[src/rtl/ser4_pkg.sv]
package ser4_pkg;

    // Default lane count of the serializer tree (power of two).
    localparam int unsigned SER_LANES_DEF = 4;

    // Bit offset of tree level `lvl` inside a flat node vector:
    // the leaves sit at 0, and each level halves the node count.
    function automatic int unsigned tree_off(input int unsigned lanes,
                                             input int unsigned lvl);
        return 2 * lanes - 2 * (lanes >> lvl);
    endfunction

endpackage

[src/rtl/ser4_clkdiv.sv]
// Chain of divide-by-2 stages kept as enable registers in one clock domain.
// Bit 0 toggles every cycle; bit k toggles when all lower bits are one.
module ser4_clkdiv #(
    parameter int unsigned STAGES = 2
) (
    input  logic              clk,
    input  logic              rst,
    output logic [STAGES-1:0] div_q,
    output logic              last_slot
);

    typedef struct packed {
        logic [STAGES-1:0] div;
    } div_st_t;

    div_st_t st_d;
    div_st_t st_q;

    always_comb begin
        logic carry;
        st_d  = st_q;
        carry = 1'b1;
        for (int k = 0; k < int'(STAGES); k++) begin
            if (carry) begin
                st_d.div[k] = ~st_q.div[k];
            end
            carry = carry & st_q.div[k];
        end
        if (rst) begin
            // Park in the last slot so the next edge opens a frame.
            st_d.div = '1;
        end
    end

    always_ff @(posedge clk) begin
        st_q <= st_d;
    end

    assign div_q     = st_q.div;
    assign last_slot = &st_q.div;

endmodule

[src/rtl/ser4_frame_reg.sv]
// Holds one lane word for a whole frame; reloads only on `load`.
module ser4_frame_reg #(
    parameter int unsigned LANES = 4
) (
    input  logic             clk,
    input  logic             rst,
    input  logic             load,
    input  logic [LANES-1:0] word_in,
    output logic [LANES-1:0] word_q
);

    typedef struct packed {
        logic [LANES-1:0] word;
    } frm_st_t;

    frm_st_t st_d;
    frm_st_t st_q;

    always_comb begin
        st_d = st_q;
        if (load) begin
            st_d.word = word_in;
        end
        if (rst) begin
            st_d.word = '0;
        end
    end

    always_ff @(posedge clk) begin
        st_q <= st_d;
    end

    assign word_q = st_q.word;

endmodule

[src/rtl/ser4_mux_tree.sv]
// Binary tree of 2:1 selectors. The first level is steered by the
// most significant select bit, the last level by the least significant,
// so the output equals word[sel].
module ser4_mux_tree
    import ser4_pkg::*;
#(
    parameter int unsigned LANES  = 4,
    parameter int unsigned LEVELS = 2
) (
    input  logic [LANES-1:0]  word,
    input  logic [LEVELS-1:0] sel,
    output logic              bit_out
);

    localparam int unsigned NODES = 2 * LANES - 1;

    logic [NODES-1:0] node;

    assign node[LANES-1:0] = word;

    for (genvar l = 0; l < int'(LEVELS); l++) begin : g_lvl
        localparam int unsigned HALF   = LANES >> (l + 1);
        localparam int unsigned SRC    = tree_off(LANES, l);
        localparam int unsigned DST    = tree_off(LANES, l + 1);
        localparam int unsigned SEL_IX = LEVELS - 1 - l;
        for (genvar j = 0; j < int'(HALF); j++) begin : g_node
            assign node[DST+j] = sel[SEL_IX] ? node[SRC+j+HALF] : node[SRC+j];
        end
    end

    assign bit_out = node[NODES-1];

endmodule

[src/rtl/ser4_tree.sv]
module ser4_tree
    import ser4_pkg::*;
#(
    parameter int unsigned LANES = SER_LANES_DEF
) (
    input  logic             clk,
    input  logic             rst,
    input  logic [LANES-1:0] ch_in,
    output logic             ser_out,
    output logic             clk_q
);

    localparam int unsigned LEVELS = $clog2(LANES);

    logic [LEVELS-1:0] div_q;
    logic              last_slot;
    logic [LANES-1:0]  frame_q;

    ser4_clkdiv #(
        .STAGES (LEVELS)
    ) u_div (
        .clk       (clk),
        .rst       (rst),
        .div_q     (div_q),
        .last_slot (last_slot)
    );

    ser4_frame_reg #(
        .LANES (LANES)
    ) u_frame (
        .clk     (clk),
        .rst     (rst),
        .load    (last_slot),
        .word_in (ch_in),
        .word_q  (frame_q)
    );

    ser4_mux_tree #(
        .LANES  (LANES),
        .LEVELS (LEVELS)
    ) u_tree (
        .word    (frame_q),
        .sel     (div_q),
        .bit_out (ser_out)
    );

    // Slowest divider stage doubles as the exported quarter-rate clock.
    assign clk_q = div_q[LEVELS-1];

endmodule

[config.mk]
export PLATFORM = sky130hd
export DESIGN_NAME = ser4_tree
export DESIGN_NICKNAME = d
export VERILOG_FILES = /design/src/rtl/ser4_pkg.sv /design/src/rtl/ser4_clkdiv.sv /design/src/rtl/ser4_frame_reg.sv /design/src/rtl/ser4_mux_tree.sv /design/src/rtl/ser4_tree.sv
export SDC_FILE = /design/constraint.sdc
export NUM_CORES = 1
export LEC_CHECK = 0
export BUFFER_PORTS_ARGS = -buffer_cell sky130_fd_sc_hd__buf_2
export CELL_PAD_IN_SITES_DETAIL_PLACEMENT = 0
export CELL_PAD_IN_SITES_GLOBAL_PLACEMENT = 1
export CORE_AREA = 3 3 40 42
export DETAILED_ROUTE_END_ITERATION = 10
export DIE_AREA = 0 0 43 45
export GPL_ROUTABILITY_DRIVEN = 0
export HOLD_SLACK_MARGIN = 0.15
export PLACE_DENSITY = 0.54
export REMOVE_ABC_BUFFERS = 1
export SETUP_SLACK_MARGIN = 0.1
export SLEW_MARGIN = 30
export SYNTH_ARGS = -nofsm -noshare
export SYNTH_HDL_FRONTEND = slang
export SYNTH_SLANG_ARGS = --single-unit
[constraint.sdc]
create_clock -name clk -period 2.53 [get_ports clk]
set_input_delay 0.506 -clock clk [delete_from_list [all_inputs] [get_ports clk]]
set_output_delay 0.506 -clock clk [all_outputs]
set_load 0.01 [all_outputs]
==> metrics.md <==
| Metric | Value |
|---|---|
| Period utilisation layout | `0.7846` |
| Reg2reg start | `u_div.div_q[0]` |
| Number of max-cap violations | `0` |
| Post-place setup slack | `around 0.78 ns` |
| Arr. time, crit path | `about 1.5 ns` |
| Leakage | `around 0.13 nW` |
| H-tree Lvls | `1` |
| Layout cells sized above 1 | `0.4063` |
| Ports | `8` |
| Met1 Usage GRT | `0.08049` |
| Drt wl/cell | `about 10 um` |
| Seq cells post-synth | `6` |
| Worst hold endpoint | `u_frame.word_q[2]` |
| Grt ovf | `0` |
| Max VDD drop | `roughly 0.23 mV` |
| Avg Cell Area, Syn | `~11 sq um` |
| Syn. warnings | `0` |
| Final ANT Viol Nets | `0` |
| Setup CP Type | `flop to output port` |
| Power Density | `about 710 mW/mm^2` |
| Kind of start point of the critical path | `flop` |
| Fin crit period | `~2.0 ns` |
| Vias in the first global route | `roughly 190` |
| Initial Utilization | `0.2055` |
| Worst setup margin | `between 0.5 and 0.6 ns` |
| Final non-filler cell area | `324.1 sq um` |
| Post-route setup TNS | `0 ns` |
| Seq/Total Area, Yosys | `0.4550` |
| Worst path required time | `~2.0 ns` |
| Crit end category | `output port` |
| GRT busiest layer | `met1` |
| Initial antenna violation count | `0` |
| Unique masters post-synth | `11` |
| CP Cell Sequence | `mux4_2, buf_2` |
| Clock tree sinks | `6` |
| Clock slew at reported path FFs | `roughly 0.05 ns` |
| Cts repair resizes | `0` |
| GRT met2 Usage | `0.06886` |
| Residual DRC | `0` |
| Worst path bufs/invs | `1` |
| Worst reg2reg setup slack | `around 1.6 ns` |
| Nets@finish | `40` |
| Post-CTS Setup Repair Bufs | `0` |
| Hold slack | `0.4941 ns` |
| N_diodes | `0` |
| Slew of the pin with the lowest slew margin | `around 0.40 ns` |
| Outcome | `finished, final reports clean` |
| Fmax | `between 500 and 600 MHz` |
| Root Driver | `clkbuf_4` |
| Largest cells by area after synthesis | `dfxtp_1 45%, a21bo_1 11%, mux4_2 8.5%` |
| # rows | `13` |
| First-pass GRT wire length | `around 860 um` |
| Worst-case reg-to-reg path depth | `2` |
| Die height | `45 um` |
| Port bufs | `7` |
| Via Count | `around 200` |
| Synthesized area | `264.0 sq um` |
| Crit-path leading delay family | `flip-flops` |
| Worst hold path class | `input port to flop` |
| Num CTS Buffers | `3` |
| Largest net degree at the start of global routing | `12` |
| Vias/cell | `about 4.3` |
| Clock skew | `around 0.0047 ns` |
| R2R Path End | `u_frame.word_q[2]` |
| DIE WIDTH | `between 40 and 50 um` |
| Die ar. | `0.001935 sq mm` |
| Synth Instances | `24` |
| DRT iter0 DRCs | `0` |
| CTS tree | `done` |
| CP max-delay cell | `dfxtp_1` |
| Hold violation count in the final report | `0` |
| Total track usage | `0.06438` |
| First-pass detailed-route iteration total | `1` |
| Hold-fix buffers, CTS | `0` |
| Critical Path Max Stage Delay | `0.55 ns` |
| Post-DP Area | `301.5 sq um` |
| CP Depth | `2` |
| Crit path max fanout | `11` |
| Final WL | `between 400 and 500 um` |
| Min-delay src | `rst` |
| Final setup violation count | `0` |
| Worst-skew pair later-pin latency | `between 0.2 and 0.25 ns` |
| Hold depth | `2` |
| Leading area contributor after synthesis | `dfxtp_1` |
| Relative slew margins | `0.7360` |
| Core region area | `between 0.001 and 0.0015 sq mm` |
| GR Util met3 | `0.04781` |
| Share of the synthesized area in the top cell type | `0.4550` |
| CTS max path bufs | `2` |
| Layout area overhead | `22.75%` |
| Unrepaired setup endpoints after global routing | `false` |
| Overall Power | `between 0.0002 and 0.00025 W` |
| Slew Limit Fails | `0` |
[worst max path at each step]
stage                               from  endpoint  slack [ns]
final                     u_div.div_q[0]   ser_out        0.54
after floorplan           u_div.div_q[0]   ser_out        0.96
after global routing      u_div.div_q[0]   ser_out        0.44
after global placement    u_div.div_q[0]   ser_out        0.81
after CTS                 u_div.div_q[0]   ser_out        0.52
after detailed placement  u_div.div_q[0]   ser_out        0.78
[routing by layer]
layer  vias to the layer above  share of wire
li1                        102              -
met2                         8           0.39
met5                         -              0
met4                         0              0
met1                        91           0.51
met3                         0          0.091
[stage by stage]
| step | cells | util |
|---|---|---|
| 2_1_floorplan | 22 | - |
| 3_3_place_gp | 44 | 0.2347 |
| 3_5_place_dp | 44 | 0.2347 |
| 4_1_cts | 47 | 0.2522 |
| 5_1_grt | 47 | 0.2522 |
| 6_report | 47 | 0.2522 |
[cells in the final DEF, fill, tap and decap left out]
master and count:
a21bo_2 1, nand3_1 4, a21bo_1 3, a21oi_1 3, buf_2 7, dfxtp_1 6
mux4_2 1, nand2b_1 2, a21oi_2 1, xnor2_1 1, clkbuf_4 3
[registers in the layout (all words and copies together) (netlist names)]
signal          count
u_div.div_q         2
u_frame.word_q      4
[kinds of logic after synthesis]
logic type | count (synthesis) | share of synthesized area
mux | 1 | 0.08530
buf+inv | 2 | 0.06159
simple gates | 6 | 0.1232
xor+xnor | 1 | 0.03318
flops | 6 | 0.4550
compound gates | 8 | 0.2417
[synth_stat cells]
library cell / count
nand2b_1: 2
nand3_1: 4
a21oi_1: 3
xnor2_1: 1
buf_6: 1
a21bo_1: 3
a21oi_2: 1
mux4_2: 1
buf_2: 1
a21bo_2: 1
dfxtp_1: 6
[final cells by class]
type | count | area, sq um
flip-flops and latches | 6 | 120.1
clock buffers | 3 | 22.52
fillers | 149 | 960.9
multi-input cells | 16 | 127.6
repair buffers | 7 | 35.03
well taps | 15 | 18.77
[power breakdown]
group	switching, W	internal (W)	total, W
Combinational	0.0000111	0.0000193	0.0000303
Sequential	0.0000118	0.000104	0.000115
Clock	0.0000319	0.0000535	0.0000853
(Power assumes the default switching activity.)
